--- config.mk ---
export PLATFORM = sky130hd
export DESIGN_NAME = edid_ptr_tracker
export DESIGN_NICKNAME = d
export VERILOG_FILES = /design/src/rtl/edid_trk_pkg.sv /design/src/rtl/edid_trk_decode.sv /design/src/rtl/edid_trk_regs.sv /design/src/rtl/edid_trk_seq.sv /design/src/rtl/edid_ptr_tracker.sv
export SDC_FILE = /design/constraint.sdc
export NUM_CORES = 1
export LEC_CHECK = 0
export BUFFER_PORTS_ARGS = -buffer_cell sky130_fd_sc_hd__buf_2
export CAP_MARGIN = 20
export CORE_ASPECT_RATIO = 0.5
export CORE_MARGIN = 3
export CORE_UTILIZATION = 40
export DETAILED_ROUTE_END_ITERATION = 10
export GPL_ROUTABILITY_DRIVEN = 1
export PLACE_DENSITY_LB_ADDON = 0.3
export SYNTH_ARGS = -nofsm -noshare
export SYNTH_HDL_FRONTEND = slang
export SYNTH_SLANG_ARGS = --single-unit
--- constraint.sdc ---
create_clock -name clk -period 4 [get_ports clk]
set_input_delay 0.2 -clock clk [delete_from_list [all_inputs] [get_ports clk]]
set_output_delay 0.2 -clock clk [all_outputs]
set_load 0.02 [all_outputs]
--- src/rtl/edid_trk_pkg.sv ---
package edid_trk_pkg;
   typedef enum logic [1:0] {
      HS_IDLE = 2'd0,
      HS_SEG  = 2'd1,
      HS_OFS  = 2'd2,
      HS_REL  = 2'd3
   } hlp_state_e;
endpackage

--- src/rtl/edid_trk_decode.sv ---
module edid_trk_decode #(
   parameter int ADDR_W = 7,
   parameter int SIZE_W = 8,
   parameter logic [ADDR_W-1:0] SEG_ADDR = 7'h30,
   parameter logic [ADDR_W-1:0] OFS_ADDR = 7'h50
) (
   input  logic              native_i,
   input  logic              read_i,
   input  logic              mot_i,
   input  logic [ADDR_W-1:0] addr_i,
   input  logic [SIZE_W-1:0] size_i,
   output logic              qual_rd_o,
   output logic              seg_wr_o,
   output logic              ofs_wr_o
);
   logic has_len;
   logic i2c_wr;

   always_comb begin
      has_len   = (size_i != '0);
      i2c_wr    = !native_i && !read_i && has_len;
      qual_rd_o = !native_i && read_i && mot_i && has_len;
      seg_wr_o  = i2c_wr && (addr_i == SEG_ADDR);
      ofs_wr_o  = i2c_wr && (addr_i == OFS_ADDR);
   end
endmodule

--- src/rtl/edid_trk_regs.sv ---
module edid_trk_regs #(
   parameter int DATA_W    = 8,
   parameter int BLOCK_LEN = 128,
   parameter int CHUNK_LEN = 16
) (
   input  logic              clk,
   input  logic              rst_n,
   input  logic              seg_ld_i,
   input  logic              ofs_ld_i,
   input  logic              adv_i,
   input  logic [DATA_W-1:0] byte_i,
   output logic [DATA_W-1:0] seg_o,
   output logic [DATA_W-1:0] ofs_o
);
   localparam int WRAP = 1 << DATA_W;
   localparam logic [DATA_W-1:0] STEP  = DATA_W'(CHUNK_LEN % WRAP);
   localparam logic [DATA_W-1:0] END_A = DATA_W'(BLOCK_LEN % WRAP);
   localparam logic [DATA_W-1:0] END_B = DATA_W'((2 * BLOCK_LEN) % WRAP);

   logic [DATA_W-1:0] ofs_nxt;
   logic              at_end;

   always_comb begin
      ofs_nxt = ofs_o + STEP;
      at_end  = (ofs_nxt == END_A) || (ofs_nxt == END_B);
   end

   always_ff @(posedge clk) begin
      if (!rst_n) begin
         seg_o <= '0;
         ofs_o <= '0;
      end else begin
         if (seg_ld_i) seg_o <= byte_i;
         if (ofs_ld_i) ofs_o <= byte_i;
         if (adv_i) begin
            ofs_o <= ofs_nxt;
            if (at_end) seg_o <= '0;
         end
      end
   end


   adv_step_chk: assert property (@(posedge clk) disable iff (!rst_n)
      adv_i |=> (ofs_o == DATA_W'($past(ofs_o) + STEP)));

   seg_clear_chk: assert property (@(posedge clk) disable iff (!rst_n)
      (adv_i && (DATA_W'(ofs_o + STEP) == END_A)) |=> (seg_o == '0));

   no_touch_chk: assert property (@(posedge clk) disable iff (!rst_n)
      !(seg_ld_i || ofs_ld_i || adv_i) |=> ($stable(seg_o) && $stable(ofs_o)));
endmodule

--- src/rtl/edid_trk_seq.sv ---
module edid_trk_seq
   import edid_trk_pkg::*;
#(
   parameter int ADDR_W    = 7,
   parameter int DATA_W    = 8,
   parameter int BLOCK_LEN = 128,
   parameter logic [ADDR_W-1:0] SEG_ADDR = 7'h30
) (
   input  logic              clk,
   input  logic              rst_n,
   input  logic              req_valid_i,
   input  logic              qual_rd_i,
   input  logic [ADDR_W-1:0] req_addr_i,
   input  logic [DATA_W-1:0] seg_i,
   input  logic [DATA_W-1:0] ofs_i,
   output logic              req_ready_o,
   output logic              hlp_valid_o,
   input  logic              hlp_ready_i,
   output logic [ADDR_W-1:0] hlp_addr_o,
   output logic [DATA_W-1:0] hlp_data_o
);
   localparam int WRAP = 1 << DATA_W;

   hlp_state_e st_q, st_d;
   logic       unaligned;
   logic       needs_hlp;

   generate
      if ((BLOCK_LEN & (BLOCK_LEN - 1)) == 0) begin : g_mask_align
         localparam logic [DATA_W-1:0] MASK = DATA_W'((BLOCK_LEN - 1) % WRAP);
         assign unaligned = (ofs_i & MASK) != '0;
      end else begin : g_mod_align
         assign unaligned = (int'(ofs_i) % BLOCK_LEN) != 0;
      end
   endgenerate

   assign needs_hlp = req_valid_i && qual_rd_i && unaligned;

   always_comb begin
      st_d        = st_q;
      req_ready_o = 1'b0;
      hlp_valid_o = 1'b0;
      hlp_addr_o  = SEG_ADDR;
      hlp_data_o  = seg_i;
      unique case (st_q)
         HS_IDLE: begin
            req_ready_o = !needs_hlp;
            if (needs_hlp) st_d = (seg_i != '0) ? HS_SEG : HS_OFS;
         end
         HS_SEG: begin
            hlp_valid_o = 1'b1;
            if (hlp_ready_i) st_d = HS_OFS;
         end
         HS_OFS: begin
            hlp_valid_o = 1'b1;
            hlp_addr_o  = req_addr_i;
            hlp_data_o  = ofs_i;
            if (hlp_ready_i) st_d = HS_REL;
         end
         HS_REL: begin
            req_ready_o = 1'b1;
            if (req_valid_i) st_d = HS_IDLE;
         end
         default: st_d = HS_IDLE;
      endcase
   end

   always_ff @(posedge clk) begin
      if (!rst_n) st_q <= HS_IDLE;
      else        st_q <= st_d;
   end


   hlp_hold_chk: assert property (@(posedge clk) disable iff (!rst_n)
      (hlp_valid_o && !hlp_ready_i) |=> (hlp_valid_o && $stable(hlp_data_o)));

   ready_excl_chk: assert property (@(posedge clk) disable iff (!rst_n)
      !(hlp_valid_o && req_ready_o));

   seg_nonzero_chk: assert property (@(posedge clk) disable iff (!rst_n)
      (st_q == HS_SEG) |-> (seg_i != '0));

   aligned_pass_chk: assert property (@(posedge clk) disable iff (!rst_n)
      (st_q == HS_IDLE && req_valid_i && !unaligned) |-> req_ready_o);
endmodule

--- src/rtl/edid_ptr_tracker.sv ---
module edid_ptr_tracker #(
   parameter int ADDR_W    = 7,
   parameter int DATA_W    = 8,
   parameter int SIZE_W    = 8,
   parameter int BLOCK_LEN = 128,
   parameter int CHUNK_LEN = 16,
   parameter logic [ADDR_W-1:0] SEG_ADDR = 7'h30,
   parameter logic [ADDR_W-1:0] OFS_ADDR = 7'h50
) (
   input  logic              clk,
   input  logic              rst_n,
   input  logic              req_valid,
   output logic              req_ready,
   input  logic              req_native,
   input  logic              req_read,
   input  logic              req_mot,
   input  logic [ADDR_W-1:0] req_addr,
   input  logic [DATA_W-1:0] req_data,
   input  logic [SIZE_W-1:0] req_size,
   output logic              hlp_valid,
   input  logic              hlp_ready,
   output logic [ADDR_W-1:0] hlp_addr,
   output logic [DATA_W-1:0] hlp_data,
   output logic [DATA_W-1:0] seg_q,
   output logic [DATA_W-1:0] ofs_q
);
   generate
      if (BLOCK_LEN < 1 || BLOCK_LEN > (1 << DATA_W)) begin : g_bad_block
         $error("BLOCK_LEN out of range");
      end
      if (CHUNK_LEN < 1 || CHUNK_LEN > BLOCK_LEN) begin : g_bad_chunk
         $error("CHUNK_LEN out of range");
      end
      if (ADDR_W < 1 || DATA_W < 2 || SIZE_W < 1) begin : g_bad_width
         $error("width parameter out of range");
      end
   endgenerate

   logic qual_rd, seg_wr, ofs_wr, accept;

   edid_trk_decode #(
      .ADDR_W(ADDR_W), .SIZE_W(SIZE_W),
      .SEG_ADDR(SEG_ADDR), .OFS_ADDR(OFS_ADDR)
   ) decode_i (
      .native_i(req_native), .read_i(req_read), .mot_i(req_mot),
      .addr_i(req_addr), .size_i(req_size),
      .qual_rd_o(qual_rd), .seg_wr_o(seg_wr), .ofs_wr_o(ofs_wr)
   );

   assign accept = req_valid && req_ready;

   edid_trk_regs #(
      .DATA_W(DATA_W), .BLOCK_LEN(BLOCK_LEN), .CHUNK_LEN(CHUNK_LEN)
   ) regs_i (
      .clk(clk), .rst_n(rst_n),
      .seg_ld_i(accept && seg_wr), .ofs_ld_i(accept && ofs_wr),
      .adv_i(accept && qual_rd), .byte_i(req_data),
      .seg_o(seg_q), .ofs_o(ofs_q)
   );

   edid_trk_seq #(
      .ADDR_W(ADDR_W), .DATA_W(DATA_W), .BLOCK_LEN(BLOCK_LEN), .SEG_ADDR(SEG_ADDR)
   ) seq_i (
      .clk(clk), .rst_n(rst_n),
      .req_valid_i(req_valid), .qual_rd_i(qual_rd), .req_addr_i(req_addr),
      .seg_i(seg_q), .ofs_i(ofs_q),
      .req_ready_o(req_ready),
      .hlp_valid_o(hlp_valid), .hlp_ready_i(hlp_ready),
      .hlp_addr_o(hlp_addr), .hlp_data_o(hlp_data)
   );


   seg_load_chk: assert property (@(posedge clk) disable iff (!rst_n)
      (accept && seg_wr) |=> (seg_q == $past(req_data)));

   ofs_load_chk: assert property (@(posedge clk) disable iff (!rst_n)
      (accept && ofs_wr) |=> (ofs_q == $past(req_data)));
endmodule

==> impl_metrics.py, run 1 <==
metrics = {
    "route": {
        "finalWirelength_um": 3167,
        "drt-pass1-iter-count": 4,
        "wire_per_inst_um": 13.59,
        "viasPerCell": 5.021,
        "drc": 0,
        "first_iter_violations": 22,
        "vias": 1170,
        "antenna_left": 0,
    },
    "grt": {
        "track_usage": 0.1691,
        "antenna_found_initial": 0,
        "grt_pass1_vias": 1073,
        "grtUsageMet2": 0.2774,
        "gr-usage-met1": 0.2339,
        "grt_pass1_wl_um": 5154,
        "grt.met3_usage": 0.04007,
        "grt_max_degree": 18,
        "grt_overflow_total": 0,
        "grt.busiest_layer": "met2",
    },
    "setup_path": {
        "critPathBufInv": 1,
        "worstPathCellList": "inv_1, ha_1, o21bai_1, or4_1, mux2i_1, nor2_1",
        "critical_path_class": "register to register",
        "critical-path-top-delay-family": "simple AND/OR/NAND/NOR gates",
        "worstPathArrival_ps": 2360,
        "cp-end-kind": "register",
        "max_stage_delay_ps": 800,
        "cp_slowest_cell": "or4_1",
        "worst_setup_path_start_kind": "register",
        "path_max_fanout": 8,
        "required_ps": 4130,
    },
    "place": {
        "dpl.hpwl_um": 2543,
        "dpl_cell_area_mm2": 0.001544,
        "gp_congestion": 0.7552,
        "io_buffers": 62,
    },
    "logic_synthesis": {
        "syn_area_mm2": 0.001229,
        "yosysSeqAreaShare": 0.2933,
        "syn_inst": 136,
        "synth_edf_count": 0,
        "yosys-top-cells-area": "dfxtp_1 (29%), mux2i_1 (12%), mux2_2 (7.3%)",
        "yosys_warnings": 0,
        "synth-seq-cells": 18,
        "synth_top_area_frac": 0.2933,
        "yosys.area.top_type": "dfxtp_1",
        "synthesis.nets": 173,
        "syn_area_per_cell_um2": 9.034,
        "synthArstFlopShare": 0,
        "synth_ff_type": "dfxtp_1",
        "synth.distinct_cells": 41,
    },
    "clock_network": {
        "cts_resized": 0,
        "clk_pin_slew_worst_paths_ps": 70,
        "cts_tree": "built",
        "ctsRootBufferMaster": "clkbuf_8",
        "clock_latency_ps": 250,
        "clk_path_buf_depth": 2,
        "cts.sinks": 18,
        "htreeDepth": 1,
        "post_cts_buffers": 0,
        "cts_buffers": 3,
        "hold_buffers": 0,
    },
    "final_layout": {
        "antenna_cells": 0,
        "final_common_cell": "buf_2",
        "finalInstanceArea_mm2": 0.001599,
        "final_cell_mix": "buf_2 (62), dfxtp_1 (18), nor2_1 (16), mux2i_1 (15), inv_1 (14)",
        "drive_gt1_frac": 0.4286,
        "final_util": 0.5817,
        "nNetsFinal": 234,
        "area_delta_synth_final_pct": 30.14,
    },
    "timing": {
        "setup_viol": 0,
        "max_freq_ghz": 0.4489,
        "worst_slew_pin_slew_ps": 673.2,
        "rsz0062_at_grt": "no",
        "maxSlewHeadroom": 0.5512,
        "fin_crit_sh": 0.5569,
        "finalCriticalPeriod_ps": 2228,
        "finalSetupTns_ps": 0,
        "slew_violations": 0,
        "hold_viol_final": 0,
        "fin_skew_ps": 6.457,
    },
    "floorplanning": {
        "ios": 63,
        "die_x_um": 84.38,
        "rows": 13,
        "die_h_um": 45.19,
        "initial_core_util": 0.4470,
        "core_mm2": 0.002749,
        "design.die.area_mm2": 0.003813,
    },
    "flow_run": {
        "cap_violations": 0,
    },
    "power": {
        "power.leakage_nw": 0.8800,
        "ir_drop_mv": 0.1724,
        "p_per_area_mw_per_mm2": 311.0,
    },
    "run_status": {
        "status": "finished clean",
    },
    "hold_path": {
        "hold_path_class": "input port to register",
    },
}
power breakdown:
part	switching, mW	internal, mW	leakage [nW]	total, mW
logic	0.0951	0.0644	0.706	0.159
clock network	0.0618	0.0874	0.0288	0.149
registers	0.00529	0.183	0.145	0.189
Yosys cell counts, drive strengths merged (3+ instances only):
master,count
a21oi,3
nand3,3
or4,5
nand2b,5
clkbuf,3
dfxtp,18
nor2,16
and2,6
mux2i,15
nand2,4
and3,3
ha,7
inv,14
o21ai,3
buf,3
mux2,8
path summary, 6_finish.rpt:
path | startpoint | endpoint | slack (ps) | cells past startpoint
worst max-delay path | seq_i.st_q[0]$_SDFFE_PN0P_ | regs_i.seg_o[5]$_SDFF_PN0_ | 1770 | 6
worst max register to register | seq_i.st_q[0]$_SDFFE_PN0P_ | regs_i.seg_o[5]$_SDFF_PN0_ | 1770 | 6
worst min-delay path | req_data[6] | regs_i.seg_o[6]$_SDFF_PN0_ | 190 | 3
worst min register to register | regs_i.ofs_o[7]$_SDFFE_PN0P_ | regs_i.ofs_o[7]$_SDFFE_PN0P_ | 500 | 2
layer usage:
| metal | share of wire | wire length [µm] | vias up |
|---|---|---|---|
| li1 | - | - | 598 |
| met1 | 0.48 | 1535 | 529 |
| met2 | 0.44 | 1403 | 43 |
| met3 | 0.072 | 227 | 0 |
| met4 | 0 | 0 | 0 |
| met5 | 0 | 0 | - |
per-stage QoR:
| step | worst slack [ps] | hold slack (ps) | power (mW) | std cells |
|---|---|---|---|---|
| floorplan | 1847 | 343.9 | 0.3005 | 136 |
| global placement | 1877 | 450.4 | 0.3496 | 229 |
| detailed placement | 1816 | 459.0 | 0.3527 | 229 |
| CTS | 1803 | 192.6 | 0.5007 | 233 |
| global route | 1594 | 209.3 | 0.5252 | 233 |
| finish | 1772 | 192.6 | 0.4973 | 233 |
flip-flops by register name, summed over array words and instances, names as in the netlist:
signal,count
seq_i.st_q,2
regs_i.ofs_o,8
regs_i.seg_o,8
cells by family after synthesis:
| kind of cell | count (synthesis) | synth area share |
|---|---|---|
| AO/OA/AOI/OAI | 18 | 0.1090 |
| AND/OR/NAND/NOR | 49 | 0.2475 |
| buffers and inverters | 20 | 0.07637 |
| flip-flops | 18 | 0.2933 |
| multiplexers | 23 | 0.1955 |
| XOR/XNOR | 1 | 0.007130 |
| adder cells (fa/ha/maj) | 7 | 0.07128 |
layout make-up:
type                            instances  area, µm²
Tap cell                               37      46.29
Sequential cell                        18      360.3
Fill cell                             262       1150
Clock buffer                            4      55.05
Multi-Input combinational cell         98      774.5
Inverter                               14      52.55
Timing Repair Buffer                   62      310.3
worst min-delay path, cell delays in order:
cell and delay, ps:
buf_2 90, mux2i_1 60, nor2_1 70
Power figures use the tool's default switching activity.
==> run 2: changes to the inputs <==
==> constraint.sdc (replaced) <==
create_clock -name clk -period 2.16 [get_ports clk]
set_input_delay 0.108 -clock clk [delete_from_list [all_inputs] [get_ports clk]]
set_output_delay 0.108 -clock clk [all_outputs]
set_load 0.02 [all_outputs]
==> run 2 against run 1 <==
  * Critical path depth is 1 higher
  * Sequential share of layout area is 0.82 points lower
  * Final area grew 4.1%
  * Via count increased by 6.5%
  * Critical endpoint unchanged
  * Highest routed layer is now met4
==> impl_metrics.py, run 2 (synthesis gave the netlist of run 1 again) <==
metrics = {
    "final_layout": {
        "final_common_cell": "buf_2",
        "fillCellCount": 259,
        "antenna_cells": 0,
        "multi_input_area_um2": 779.5,
        "nNetsFinal": 242,
        "area_delta_synth_final_pct": 35.54,
        "final_util": 0.6058,
        "seqCellArea_um2": 361.6,
        "largestRegisters": "regs_i.ofs_o (8), regs_i.seg_o (8), seq_i.st_q (2)",
        "final_cell_mix": "buf_2 (62), dfxtp_1 (17), nor2_1 (16), mux2i_1 (15), inv_1 (14)",
        "drive_gt1_frac": 0.4608,
    },
    "floorplanning": {
        "core_mm2": 0.002749,
        "die_x_um": 84.38,
        "ios": 63,
        "design.die.area_mm2": 0.003813,
        "rows": 13,
        "initial_core_util": 0.4470,
        "die_h_um": 45.19,
    },
    "grt": {
        "grtUsageMet2": 0.2806,
        "grt_max_degree": 12,
        "antenna_found_initial": 0,
        "grt.busiest_layer": "met2",
        "grt.met3_usage": 0.04736,
        "track_usage": 0.1681,
        "grt_pass1_vias": 1105,
        "grt_overflow_total": 0,
        "gr-usage-met1": 0.2211,
        "grt_pass1_wl_um": 5078,
    },
    "flow_run": {
        "cap_violations": 0,
    },
    "timing": {
        "slew_violations": 0,
        "worst_slew_pin_slew_ps": 338.8,
        "hold_viol_final": 0,
        "finalSetupTns_ps": 0,
        "setup_viol": 0,
        "fin_crit_sh": 0.9441,
        "rsz0062_at_grt": "no",
        "maxSlewHeadroom": 0.7709,
        "max_freq_ghz": 0.4904,
        "finalCriticalPeriod_ps": 2039,
        "fin_skew_ps": 3.097,
    },
    "route": {
        "finalWirelength_um": 3251,
        "vias": 1246,
        "drc": 0,
        "antenna_left": 0,
        "first_iter_violations": 54,
        "wire_per_inst_um": 13.49,
        "viasPerCell": 5.170,
        "drt-pass1-iter-count": 4,
    },
    "power": {
        "p_per_area_mw_per_mm2": 558.0,
        "power.leakage_nw": 0.9205,
        "ir_drop_mv": 0.2747,
    },
    "setup_path": {
        "worstSetupStartpoint": "seq_i.st_q[1]$_SDFFE_PN0P_",
        "cp-endpoint": "regs_i.seg_o[5]$_SDFF_PN0_",
        "worstPathArrival_ps": 2190,
        "worst_setup_path_start_kind": "register",
        "critical_path_class": "register to register",
        "cp-end-kind": "register",
        "reg2reg_from": "seq_i.st_q[1]$_SDFFE_PN0P_",
        "worst-r2r-setup-slack_ps": 120,
        "reg2reg_to": "regs_i.seg_o[5]$_SDFF_PN0_",
        "path_max_fanout": 8,
        "rr_worst_depth": 7,
        "required_ps": 2310,
    },
    "clock_network": {
        "clock_latency_ps": 250,
        "cts_buffers": 3,
        "clk_path_buf_depth": 2,
        "cts.sinks": 18,
        "cts_tree": "built",
        "clk_pin_slew_worst_paths_ps": 70,
        "ctsRootBufferMaster": "clkbuf_8",
        "htreeDepth": 1,
    },
    "place": {
        "gp_congestion": 0.7974,
        "io_buffers": 62,
        "dpl.hpwl_um": 2580,
    },
    "run_status": {
        "status": "finished clean",
    },
    "hold_path": {
        "hold_path_class": "input port to register",
        "whs_path_depth": 3,
    },
}
-- run 2: worst max-delay path, stage by stage, from the launching register on --
cell	delay, ps
dfxtp_1	370
inv_1	80
ha_1	300
o21bai_1	220
or4_1	540
buf_4	200
mux2i_1	160
nor2_1	50
-- run 2: how the worst min path moves through the flow --
| stage | startpoint | endpoint | slack [ps] |
|---|---|---|---|
| 2_1_floorplan | req_data[0] | regs_i.ofs_o[0]$_SDFFE_PN0P_ | 250 |
| 3_3_place_gp | req_data[4] | regs_i.seg_o[4]$_SDFF_PN0_ | 350 |
| 3_5_place_dp | req_data[3] | regs_i.ofs_o[3]$_SDFFE_PN0P_ | 370 |
| 4_1_cts | req_data[6] | regs_i.seg_o[6]$_SDFF_PN0_ | 100 |
| 5_1_grt | req_data[4] | regs_i.seg_o[4]$_SDFF_PN0_ | 110 |
| 6_report | req_data[6] | regs_i.seg_o[6]$_SDFF_PN0_ | 100 |
-- run 2: stage by stage --
stage          area, µm²  std cells  worst slack, ps  power [mW]  hold WS, ps
3_5_place_dp        1604        237            43.06      0.6622        366.8
2_1_floorplan       1229        136            7.460      0.5564        251.9
4_1_cts             1659        241            12.14      0.9367        103.1
3_3_place_gp        1604        237            112.7      0.6562        350.2
6_report            1665        241            120.7      0.9292        102.1
5_1_grt             1665        241            8.946      0.9819        105.8
-- run 2: report_power, final --
group / switching (mW) / leakage [nW] / internal [mW]
combinational: 0.181 / 0.746 / 0.129
clock: 0.111 / 0.0288 / 0.162
sequential: 0.00693 / 0.146 / 0.340
total: 0.299 / 0.920 / 0.630
-- run 2: routing by layer --
metal | vias to the layer above | wire [µm] | share of wire
li1 | 613 | - | -
met3 | 4 | 370 | 0.11
met4 | 0 | 31 | 0.0095
met1 | 565 | 1399 | 0.43
met5 | - | 0 | 0
met2 | 64 | 1449 | 0.45
-- run 2: cell type report --
type,instances,area share
clock buffer,4,0.03306
inverter,14,0.03156
multi-input combinational,98,0.4681
sequential,18,0.2171
tap,37,0.02780
timing repair buffer,70,0.2224
-- run 2: timing repair --
action / 4_1_cts / 5_1_grt
resized for setup: 0 / 2
endpoints found under the setup margin: 0 / 14
buffers inserted: 0 / 0
hold buffers: 0 / 0
hold endpoints to repair: 0 / 0
==> run 3: changes to the inputs <==
--- a/config.mk
+++ b/config.mk
@@ -5,6 +5,7 @@
 export SDC_FILE = /design/constraint.sdc
 export NUM_CORES = 1
 export LEC_CHECK = 0
+export ABC_CLOCK_PERIOD_IN_PS = 2640
 export BUFFER_PORTS_ARGS = -buffer_cell sky130_fd_sc_hd__buf_2
 export CAP_MARGIN = 20
 export CORE_ASPECT_RATIO = 0.5
==> constraint.sdc (replaced) <==
create_clock -name clk -period 2.64 [get_ports clk]
set_input_delay 0.132 -clock clk [delete_from_list [all_inputs] [get_ports clk]]
set_output_delay 0.132 -clock clk [all_outputs]
set_load 0.02 [all_outputs]
==> run 3 against run 2 <==
  * Worst hold slack better by 24 ps
  * Via count decreased by 4.8%
  * Sequential power shrank 18%
  * Worst setup slack improved by 280 ps
  * Routed wire length fell by 2.2%
  * Clock skew about the same
  * Critical endpoint is now regs_i.seg_o[0]$_SDFF_PN0_
  * Largest power group unchanged
==> impl_metrics.py, run 3 (synthesis gave the netlist of run 1 again) <==
metrics = {
    "route": {
        "finalWirelength_um": 3180,
        "drt-pass1-iter-count": 4,
        "first_iter_violations": 66,
        "drc": 0,
        "viasPerCell": 5.090,
        "vias": 1186,
        "wire_per_inst_um": 13.65,
        "antenna_left": 0,
    },
    "clock_network": {
        "hold_buffers": 0,
        "cts.sinks": 18,
        "cts_buffers": 3,
        "clk_pin_slew_worst_paths_ps": 70,
        "cts_tree": "built",
        "ctsRootBufferMaster": "clkbuf_8",
        "cts_resized": 0,
        "htreeDepth": 1,
        "post_cts_buffers": 0,
        "clk_path_buf_depth": 2,
        "clock_latency_ps": 250,
    },
    "setup_path": {
        "rr_worst_depth": 6,
        "critical_path_class": "register to register",
        "required_ps": 2780,
        "worst_setup_path_start_kind": "register",
        "max_stage_delay_ps": 790,
        "worstSetupStartpoint": "seq_i.st_q[0]$_SDFFE_PN0P_",
        "critical-path-top-delay-family": "simple AND/OR/NAND/NOR gates",
        "worstPathCellList": "inv_1, ha_1, o21bai_1, or4_1, mux2i_1, nor2_1",
        "critical_path_depth": 6,
        "cp-endpoint": "regs_i.seg_o[0]$_SDFF_PN0_",
        "cp_slowest_cell": "or4_1",
        "worst-r2r-setup-slack_ps": 400,
        "cp-end-kind": "register",
        "critPathBufInv": 1,
        "reg2reg_from": "seq_i.st_q[0]$_SDFFE_PN0P_",
        "path_max_fanout": 8,
        "reg2reg_to": "regs_i.seg_o[0]$_SDFF_PN0_",
        "worstPathArrival_ps": 2380,
    },
    "timing": {
        "setup_viol": 0,
        "maxSlewHeadroom": 0.5520,
        "max_freq_ghz": 0.4465,
        "worst_slew_pin_slew_ps": 672.1,
        "finalSetupTns_ps": 0,
        "hold_viol_final": 0,
        "rsz0062_at_grt": "no",
        "slew_violations": 0,
        "finalCriticalPeriod_ps": 2240,
        "fin_crit_sh": 0.8484,
        "fin_skew_ps": 2.881,
    },
    "final_layout": {
        "final_common_cell": "buf_2",
        "drive_gt1_frac": 0.4286,
        "final_cell_mix": "buf_2 (62), dfxtp_1 (18), nor2_1 (16), mux2i_1 (15), inv_1 (14)",
        "antenna_cells": 0,
        "largestRegisters": "regs_i.ofs_o (8), regs_i.seg_o (8), seq_i.st_q (2)",
        "nNetsFinal": 234,
        "area_delta_synth_final_pct": 30.14,
        "finalInstanceArea_mm2": 0.001599,
    },
    "grt": {
        "antenna_found_initial": 0,
        "grt_max_degree": 18,
        "grt_pass1_wl_um": 5319,
        "grt_overflow_total": 0,
        "grt_pass1_vias": 1133,
        "track_usage": 0.1798,
    },
    "power": {
        "power_mw": 0.7520,
        "p_per_area_mw_per_mm2": 470.3,
        "ir_drop_mv": 0.2045,
        "power.leakage_nw": 0.8800,
    },
    "flow_run": {
        "cap_violations": 0,
    },
    "hold_path": {
        "hold_path_class": "input port to register",
    },
    "floorplanning": {
        "ios": 63,
        "die_h_um": 45.19,
        "core_mm2": 0.002749,
        "rows": 13,
        "design.die.area_mm2": 0.003813,
        "die_x_um": 84.38,
        "initial_core_util": 0.4470,
    },
    "place": {
        "gp_congestion": 0.7554,
        "dpl.hpwl_um": 2516,
        "dpl_cell_area_mm2": 0.001544,
        "io_buffers": 62,
    },
    "run_status": {
        "status": "finished clean",
    },
}
[run 3: cell types whose count changed in the layout (fill, tap and decap cells not counted), sizes merged]
cell | before | now
buf | 70 | 62
[run 3: metal layers]
metal	global-route usage	up-vias	part of all wire
li1	-	599	-
met1	0.2249	540	0.46
met2	0.3009	43	0.44
met3	0.04918	4	0.082
met4	0.07571	0	0.011
met5	0	-	0
[run 3: report_power, final]
group	switching [mW]	internal, mW	leakage, nW
combinational	0.145	0.0977	0.706
sequential	0.00764	0.278	0.145
clock	0.0912	0.133	0.0288
[run 3: how the worst min path moves through the flow]
stage                      startpoint                            to  slack (ps)  cells after the start
after global routing      req_data[2]  regs_i.ofs_o[2]$_SDFFE_PN0P_         140                      3
final                     req_data[0]  regs_i.ofs_o[0]$_SDFFE_PN0P_         130                      3
after floorplan           req_data[0]  regs_i.ofs_o[0]$_SDFFE_PN0P_         280                      2
after detailed placement  req_data[1]    regs_i.seg_o[1]$_SDFF_PN0_         390                      3
after CTS                 req_data[0]  regs_i.ofs_o[0]$_SDFFE_PN0P_         120                      3
after global placement    req_data[1]    regs_i.seg_o[1]$_SDFF_PN0_         380                      3
[run 3: cell type report]
class / count / area [µm²]
Fill cell: 265 / 1150
Multi-Input combinational cell: 98 / 774.5
Sequential cell: 18 / 360.3
Timing Repair Buffer: 62 / 310.3
Clock buffer: 4 / 55.05
Inverter: 14 / 52.55
Tap cell: 37 / 46.29
[run 3: worst min-delay path, cell delays in order]
cell and delay [ps]:
buf_2 90, mux2i_1 60, nor2_1 70
[run 3: stage by stage]
step / worst slack (ps) / std cells / util / hold slack, ps
4_1_cts: 407.9 / 233 / 0.5817 / 121.2
5_1_grt: 253.1 / 233 / 0.5817 / 138.7
3_3_place_gp: 516.4 / 229 / 0.5617 / 382.4
2_1_floorplan: 487.5 / 136 / - / 275.9
6_report: 400.3 / 233 / 0.5817 / 125.6
3_5_place_dp: 426.1 / 229 / 0.5617 / 389.5
